File: src/rtl/i2cb_pkg.sv
package i2cb_pkg;
  localparam int BYTE_W = 8;
  localparam int ADDR_W = 7;

  typedef enum logic [3:0] {
    ST_IDLE, ST_RX, ST_RX_END, ST_REQ, ST_RSP,
    ST_SETUP, ST_ACK, ST_TX, ST_MACK, ST_IGNORE
  } i2cb_state_e;

  function automatic logic [ADDR_W-1:0] sel_to_addr(input logic [2:0] sel);
    case (sel)
      3'd1:    return 7'h59;
      3'd2:    return 7'h5A;
      3'd3:    return 7'h5B;
      3'd4:    return 7'h5C;
      3'd5:    return 7'h5E;
      default: return 7'h58;
    endcase
  endfunction
endpackage

File: src/rtl/i2cb_sync.sv
module i2cb_sync #(
  parameter int STAGES = 2
) (
  input  logic clk,
  input  logic rst_n,
  input  logic din,
  output logic level,
  output logic rise,
  output logic fall
);
  logic [STAGES:0] chain;

  always_ff @(posedge clk or negedge rst_n) begin
    if (!rst_n) chain <= '1;
    else        chain <= {chain[STAGES-1:0], din};
  end

  assign level = chain[STAGES-1];
  assign rise  = chain[STAGES-1] & ~chain[STAGES];
  assign fall  = ~chain[STAGES-1] & chain[STAGES];
endmodule

File: src/rtl/i2cb_ctrl.sv
module i2cb_ctrl
  import i2cb_pkg::*;
(
  input  logic              clk,
  input  logic              rst_n,
  input  logic              scl_rise,
  input  logic              scl_fall,
  input  logic              sda_val,
  input  logic              start_det,
  input  logic              stop_det,
  input  logic [ADDR_W-1:0] dev_addr,
  input  logic              req_ready,
  input  logic              rsp_valid,
  input  logic              rsp_ack,
  input  logic [BYTE_W-1:0] rsp_data,
  output logic              scl_pull,
  output logic              sda_pull,
  output logic              req_valid,
  output logic [BYTE_W-1:0] req_data,
  output logic              req_read,
  output logic              req_first,
  output logic              rsp_ready
);
  localparam int CNT_W = $clog2(BYTE_W);
  localparam logic [CNT_W-1:0] LAST_BIT = CNT_W'(BYTE_W - 1);

  i2cb_state_e       state;
  logic [CNT_W-1:0]  cnt;
  logic [BYTE_W-1:0] shreg;
  logic              first;    // current byte is the address byte
  logic              rnw;      // transaction direction
  logic              rd_phase; // outstanding request is a read fetch
  logic              ack_r;    // remote ack (write) or controller ack (read)

  always_ff @(posedge clk or negedge rst_n) begin
    if (!rst_n) begin
      state <= ST_IDLE; cnt <= '0; shreg <= '0;
      first <= 1'b0; rnw <= 1'b0; rd_phase <= 1'b0; ack_r <= 1'b0;
    end else if (start_det) begin
      state <= ST_RX; cnt <= '0; first <= 1'b1;
      rnw <= 1'b0; rd_phase <= 1'b0; ack_r <= 1'b0;
    end else if (stop_det) begin
      state <= ST_IDLE; rd_phase <= 1'b0; ack_r <= 1'b0;
    end else begin
      unique case (state)
        ST_RX: if (scl_rise) begin
          shreg <= {shreg[BYTE_W-2:0], sda_val};
          cnt   <= cnt + 1'b1;
          if (cnt == LAST_BIT) state <= ST_RX_END;
        end
        ST_RX_END: if (scl_fall) begin
          if (first && shreg[BYTE_W-1:1] != dev_addr) state <= ST_IGNORE;
          else begin
            state    <= ST_REQ;
            rd_phase <= 1'b0;
            if (first) rnw <= shreg[0];
          end
        end
        ST_REQ: if (req_ready) state <= ST_RSP;
        ST_RSP: if (rsp_valid) begin
          if (rd_phase) shreg <= rsp_data;
          else          ack_r <= rsp_ack;
          state <= ST_SETUP;
        end
        ST_SETUP: begin
          cnt   <= '0;
          state <= rd_phase ? ST_TX : ST_ACK;
        end
        ST_ACK: if (scl_fall) begin
          ack_r <= 1'b0;
          first <= 1'b0;
          if (!ack_r)   state <= ST_IGNORE;
          else if (rnw) begin state <= ST_REQ; rd_phase <= 1'b1; end
          else          begin state <= ST_RX;  cnt <= '0; end
        end
        ST_TX: if (scl_fall) begin
          if (cnt == LAST_BIT) state <= ST_MACK;
          else begin
            shreg <= {shreg[BYTE_W-2:0], 1'b0};
            cnt   <= cnt + 1'b1;
          end
        end
        ST_MACK: begin
          if (scl_rise) ack_r <= ~sda_val;
          if (scl_fall) begin
            ack_r <= 1'b0;
            state <= ack_r ? ST_REQ : ST_IGNORE;
          end
        end
        default: ;
      endcase
    end
  end

  always_comb begin
    scl_pull  = (state == ST_REQ) || (state == ST_RSP) || (state == ST_SETUP);
    sda_pull  = ((state == ST_SETUP || state == ST_ACK) && !rd_phase && ack_r) ||
                ((state == ST_SETUP || state == ST_TX) && rd_phase && !shreg[BYTE_W-1]);
    req_valid = (state == ST_REQ);
    rsp_ready = (state == ST_RSP);
    req_first = first;
    req_read  = rd_phase | (first & shreg[0]);
    req_data  = rd_phase ? '0 : shreg;
  end
endmodule

File: src/rtl/i2c_bridge_slave.sv
module i2c_bridge_slave
  import i2cb_pkg::*;
#(
  parameter int SYNC_STAGES = 2
) (
  input  logic              clk,
  input  logic              rst_n,
  input  logic              scl_i,
  input  logic              sda_i,
  output logic              scl_pull,
  output logic              sda_pull,
  input  logic [2:0]        addr_sel,
  output logic              req_valid,
  input  logic              req_ready,
  output logic [BYTE_W-1:0] req_data,
  output logic              req_read,
  output logic              req_first,
  input  logic              rsp_valid,
  output logic              rsp_ready,
  input  logic              rsp_ack,
  input  logic [BYTE_W-1:0] rsp_data
);
  localparam int N_LINES = 2; // index 1 = SCL, index 0 = SDA

  logic [N_LINES-1:0] line_in, line_lvl, line_rise, line_fall;
  assign line_in = {scl_i, sda_i};

  for (genvar g = 0; g < N_LINES; g++) begin : g_sync
    i2cb_sync #(.STAGES(SYNC_STAGES)) u_sync (
      .clk(clk), .rst_n(rst_n), .din(line_in[g]),
      .level(line_lvl[g]), .rise(line_rise[g]), .fall(line_fall[g])
    );
  end

  logic start_det, stop_det;
  assign start_det = line_fall[0] & line_lvl[1];
  assign stop_det  = line_rise[0] & line_lvl[1];

  i2cb_ctrl u_ctrl (
    .clk(clk), .rst_n(rst_n),
    .scl_rise(line_rise[1]), .scl_fall(line_fall[1]), .sda_val(line_lvl[0]),
    .start_det(start_det), .stop_det(stop_det),
    .dev_addr(sel_to_addr(addr_sel)),
    .req_ready(req_ready), .rsp_valid(rsp_valid), .rsp_ack(rsp_ack),
    .rsp_data(rsp_data),
    .scl_pull(scl_pull), .sda_pull(sda_pull),
    .req_valid(req_valid), .req_data(req_data), .req_read(req_read),
    .req_first(req_first), .rsp_ready(rsp_ready)
  );
endmodule

File: config.mk
export PLATFORM = sky130hd
export DESIGN_NAME = i2c_bridge_slave
export DESIGN_NICKNAME = d
export VERILOG_FILES = /design/src/rtl/i2cb_pkg.sv /design/src/rtl/i2cb_sync.sv /design/src/rtl/i2cb_ctrl.sv /design/src/rtl/i2c_bridge_slave.sv
export SDC_FILE = /design/constraint.sdc
export NUM_CORES = 1
export LEC_CHECK = 0
export BUFFER_PORTS_ARGS = -buffer_cell sky130_fd_sc_hd__buf_2
export CORE_ASPECT_RATIO = 0.9
export CORE_MARGIN = 2
export CORE_UTILIZATION = 56
export CTS_CLUSTER_SIZE = 10
export DETAILED_ROUTE_END_ITERATION = 16
export HOLD_SLACK_MARGIN = 0.02
export PLACE_DENSITY = 0.8
export SLEW_MARGIN = 10
export SYNTH_ARGS = -nofsm -noshare
export SYNTH_HDL_FRONTEND = slang
export SYNTH_SLANG_ARGS = --single-unit
File: constraint.sdc
create_clock -name clk -period 2.65 [get_ports clk]
set_clock_uncertainty 0.2 [all_clocks]
set_input_delay 0.53 -clock clk [delete_from_list [all_inputs] [get_ports clk]]
set_output_delay 0.53 -clock clk [all_outputs]
set_load 0.01 [all_outputs]
---- Yosys cells after proc, flatten, opt, wreduce, memory -nomap -nowiden ----
Index checks and enable logic that the tools add are counted.
storage, ports and cells
  register bits ........................... 25
  input bits .............................. 18
  output and inout bits ................... 14
  logic and storage cells ................. 153
cells by class
  add/sub/neg operators ................... 1
  eq/ne operators ......................... 42
  mux-type cells .......................... 59
  bitwise operators ....................... 14
  reductions and logical operators ........ 28
operator list
  cell                count
  $mux 4              14
  $mux 8              6
  $pmux 4 s8          1
  $ne 4x4->1 const B  7
  $mux 1              24
  $mux 3              8
  $pmux 8 s3          1
  $eq 4x3->1 const B  4
  $ne 4x3->1 const B  4
  $reduce_and 8->1    2
  $ne 3x3->1 const B  5
  $pmux 3 s5          1
  $ne 2x2->1 const B  6
  $pmux 3 s4          1
  $reduce_and 10->1   1
  $reduce_and 5->1    2
  $reduce_bool 10->1  1
  $reduce_bool 5->1   2
  $eq 3x3->1 const B  3
  $eq 4x2->1 const B  2
  $reduce_bool 2->1   4
  $and 1x1->1         7
  $ne 7x7->1          1
  $eq 3x2->1 const B  2
  21 further kinds    35

---- Longest topological paths before layout ----
  word-level depth ........................ 9
  gate-level depth with buffers ........... 9
  mapped depth without buffers ............ 8

---- Cells and area by module ----
A second synthesis with hierarchy kept.
second synthesis, totals
  cell total of the unflattened synthesis .. 208
  area, all modules ....................... 1970.6 um^2
by module, submodules not included
  module            instances  cells an instance  area each (um^2)  seq. area each (um^2)
  i2cb_ctrl         1          190                1736.7            475.5
  i2cb_sync         2          5                  93.8              78.8
  i2c_bridge_slave  1          8                  46.3              0.0

---- Worst setup path after synthesis ----
Ideal clock, no wire load.
  path kind ............................... register to register
  from .................................... reg g_sync[1].u_sync.chain[1]
  to ...................................... reg u_ctrl.state[0]
  library setup time ...................... 131 ps
  arrival ................................. 2082 ps
  data required time ...................... 2319 ps
  slack ................................... 237 ps
  stages on the path, launching flop included .. 10
  buffers on the path ..................... 1
  clock period less this slack ............ 2413 ps
  path through ............................ dfstp_2 -> inv_1 -> ha_1 -> buf_2 -> and2_1 -> a2111oi_4 -> o21bai_1 -> or3_4 -> a211oi_1 -> or3_1
on the way
  cells in the longest elaborated chain, start to end .. 4
  elaborated cells on any way between the ends .. 18
  those cells by class .................... eq/ne (9); mux (2); bitwise (5); reduce/logical (2)
RTL lines
  item                                line             RTL
  start: declaration                  i2cb_sync.sv:11  logic [STAGES:0] chain;
  start signal: assignment            i2cb_sync.sv:15  else chain <= {chain[STAGES-1:0], din};
  $not 1->1                           i2cb_sync.sv:20  assign fall = ~chain[STAGES-1] & chain[STAGES];
  $and 1x1->1                         i2cb_sync.sv:20
  $ne 4x4->1 (no source line)         --
  $reduce_and 10->1 (no source line)  --
  end signal: assignment              i2cb_ctrl.sv:67  state <= rd_phase ? ST_TX : ST_ACK;
  end signal: assignment              i2cb_ctrl.sv:87  state <= ack_r ? ST_REQ : ST_IGNORE;
  end: declaration                    i2cb_ctrl.sv:27  i2cb_state_e state;
Parallel ways exist; a longest one is shown, timed or not.
A chain may end at the register's enable or synchronous reset.

---- Worst setup path in the final report ----
  from .................................... reg u_ctrl.state[1]
  to ...................................... out sda_pull
on the way
  cells in the longest elaborated chain, start to end .. 5
  elaborated cells on any way between the ends .. 10
  those cells by class .................... eq/ne (3); reduce/logical (7)
RTL lines
  item                                                       line                              RTL
  $eq 4x3->1, on equally long branches                       i2cb_ctrl.sv:97, i2cb_ctrl.sv:98
  $logic_or 1x1->1, on equally long branches                 i2cb_ctrl.sv:97, i2cb_ctrl.sv:98
  $logic_and 1x1->1, on equally long branches (2 in series)  i2cb_ctrl.sv:97, i2cb_ctrl.sv:98
  $logic_or 1x1->1 *                                         i2cb_ctrl.sv:97                   sda_pull = ((state == ST_SETUP || state == ST_ACK) && !rd_phase && ack_r) ||
  end: declaration                                           i2c_bridge_slave.sv:11            output logic sda_pull,
Mark *: on every way between the ends. The rest lies on a longest branch, timed or not.

==> metrics.md <==
| Metric | Value |
|---|---|
| H-tree depth | 1 |
| YS warnings | 0 |
| Startpoint types | flip-flop |
| Initial DRT Pass Iterations | 5 |
| WL per Instance | 16.01 um |
| CTS tree | yes |
| Post-Syn Area | 1852 um2 |
| Pins Over Slew Limit | 0 |
| Reg-to-reg startpoint | g_sync[1].u_sync.chain[1] |
| Reg clk slew, reported paths | 0.10 ns |
| Worst-case vdd ir drop | 0.0005830 V |
| Fin nets | 263 |
| Initial antenna violation count | 0 |
| Ports | 32 |
| CTS Sinks | 25 |
| P_sw | 1.005 mW |
| Minimum clock period | 2.499 ns |
| Pre-CTS WS | 0.03798 ns |
| Die area | 3784 um2 |
| RSZ-0062 raised after global routing | no |
| DRC | 0 |
| Arrival time at the worst endpoint | 1.77 ns |
| Cell Area, Placed | 2056 um2 |
| Comb power frac | 0.571 |
| Post-route clock period utilization | 0.9431 |
| Net Sw Frac | 0.4456 |
| Worst Hold Margin | 0.02554 ns |
| Critical path endpoint category | output port |
| I/O Buffers | 31 |
| Die X-Extent | 64.62 um |
| Clock power frac | 0.110 |
| Internal power | 1.251 mW |
| Avg Vias per Cell | 6.164 |
| Syn Area/Cell | 8.989 um2 |
| Worst-Skew Late Latency | 0.28 ns |
| Area delta synth->final | 13.99% |
| F_max | 0.4001 GHz |
| Synthesized flop and latch total | 25 |
| Layout cell share with drive strength beyond 1 | 0.3151 |
| Maximum Capacitance Violations | 0 |
| DP Wirelength | 3363 um |
| Row count | 19 |
| Measured slew at the worst slew-check pin | 0.5832 ns |
| Outcome | finished, final reports clean |
| Worst R2R End | u_ctrl.state[0] |
| Final Hold Fails | 0 |
| R2r setup slk | 0.18 ns |
| Detailed Route Iter0 Violations | 292 |
| Number of global-route vias before repair | 1504 |
| Gr usage total | 0.2551 |
| Cell count of the worst reg-to-reg path | 8 |
| Setup TNS | 0 ns |
| Num CTS Buffers | 3 |
| Pwr/cell area | 1069 nW/um2 |
| Setup crit end | sda_pull |
| Setup violators final | 0 |
| Reg power frac | 0.319 |
| GR Overflow Total | 0 |
| Global-route wire length before repair | 7389 um |
| Crit-path max FO | 17 |
| Most common cell after layout, fill and taps aside | buf_2 |
| Critical path type | flip-flop to output port |
| Largest net degree at the start of global routing | 26 |
| Post-synth EDFFs | 0 |
| Via count | 1726 |
| Ant diodes | 0 |
| Critical Path RT | 1.92 ns |
| Syn nets | 230 |
| Synth unique cells | 53 |
| Final non-filler cell area | 2111 um2 |
| Most frequent cells in the layout | 31 x buf_2, 18 x dfrtp_1, 17 x nor2_1 |
| Crit. Startpoint | u_ctrl.state[1] |
| Final Wtd Congestion | 0.9714 |
| Max-slew headroom | 0.6011 |
| Sequential area share after synthesis | 0.3419 |
| Clk root buf | clkbuf_8 |
| Core Box Area | 3114 um2 |
| Async SR Flop Fraction | 1.000 |
| Worst Setup Slack, final | 0.1508 ns |
| Die H | 58.56 um |
| Ys flop type | dfrtp_1 |
| LEAKAGE | 0.9347 nW |
| HP Class | input pin to asynchronous set/reset pin |
| Initial core utilization | 0.5946 |
| WL final | 4483 um |
| DRT antenna net count | 0 |
| Post-Syn Instances | 206 |
| Longest Clk Path Bufs | 2 |
[per-stage QoR]
step / std cells / power [mW] / utilization
2_1_floorplan: 206 / 1.642 / -
3_3_place_gp: 276 / 1.942 / 0.6601
3_5_place_dp: 276 / 1.982 / 0.6601
4_1_cts: 280 / 2.229 / 0.6762
5_1_grt: 280 / 2.429 / 0.6778
6_report: 280 / 2.256 / 0.6778
[flip-flops by register name, indices dropped and copies added (netlist names)]
register,cells
u_ctrl.req_first,1
g_sync.u_sync.chain,6
u_ctrl.cnt,3
u_ctrl.rnw,1
u_ctrl.shreg,8
u_ctrl.state,4
u_ctrl.rd_phase,1
u_ctrl.ack_r,1
[worst min path at each step]
| stage | endpoint | slack (ns) | depth (start not counted) |
|---|---|---|---|
| 6_report | u_ctrl.rd_phase | 0.03 | 1 |
| 5_1_grt | u_ctrl.shreg[1] | 0.08 | 1 |
| 4_1_cts | u_ctrl.rd_phase | 0.05 | 1 |
| 3_5_place_dp | g_sync[0].u_sync.chain[1] | 0.15 | 0 |
| 3_3_place_gp | g_sync[0].u_sync.chain[1] | 0.15 | 0 |
| 2_1_floorplan | u_ctrl.ack_r | 0.03 | 0 |
[cell families after synthesis]
family	share of synthesized area
buf+inv	0.05946
xor+xnor	0.004731
mux	0.1189
simple gates	0.2297
flops	0.3419
fa+ha+maj	0.04054
compound gates	0.2047
[cell usage after synthesis (6+ instances only)]
cell,n,area [um2]
a21oi_1,14,70.07
inv_1,10,37.54
nor2b_1,13,81.33
nor2_1,17,63.81
nand2_1,11,41.29
dfstp_2,6,157.7
o21ai_0,7,35.03
nor3_1,12,60.06
nand2b_1,7,43.79
ha_1,6,75.07
mux2_2,16,180.2
dfrtp_1,19,475.5
[per-layer routing]
layer | wire [um] | GRT usage | vias to the layer above
met3 | 354 | 0.05354 | 21
met4 | 133 | 0.09422 | 0
met1 | 2036 | 0.3791 | 807
met2 | 1958 | 0.3676 | 86
li1 | - | - | 812
met5 | 0 | 0 | -
[power groups by stage]
| stage | Clock [mW] | Combinational, mW | Sequential (mW) |
|---|---|---|---|
| 6_report | 0.248 | 1.29 | 0.720 |
| 5_1_grt | 0.263 | 1.43 | 0.741 |
| 4_1_cts | 0.251 | 1.26 | 0.713 |
| 3_5_place_dp | 0 | 1.26 | 0.721 |
| 3_3_place_gp | 0 | 1.23 | 0.712 |
| 2_1_floorplan | 0 | 1.04 | 0.602 |
[critical path: stages, from the launching register on]
cell and delay [ns]:
dfrtp_2 0.59, nor2b_1 0.49, a32oi_1 0.17, nor2_1 0.10, buf_2 0.13
[area by class of cell]
type / instances / area, um2
Multi-Input combinational cell: 159 / 1112
Tap cell: 42 / 52.55
Clock inverter: 1 / 8.758
Timing Repair Buffer: 39 / 215.2
Sequential cell: 25 / 634.4
Fill cell: 263 / 1003
Inverter: 11 / 46.29
Clock buffer: 3 / 41.29
[timing repair]
item | in CTS | in global routing
hold buffers | 0 | 0
setup buffers | 0 | 0
resized for setup | 0 | 2
setup endpoints to repair | 0 | 3
(Power assumes the default switching activity.)
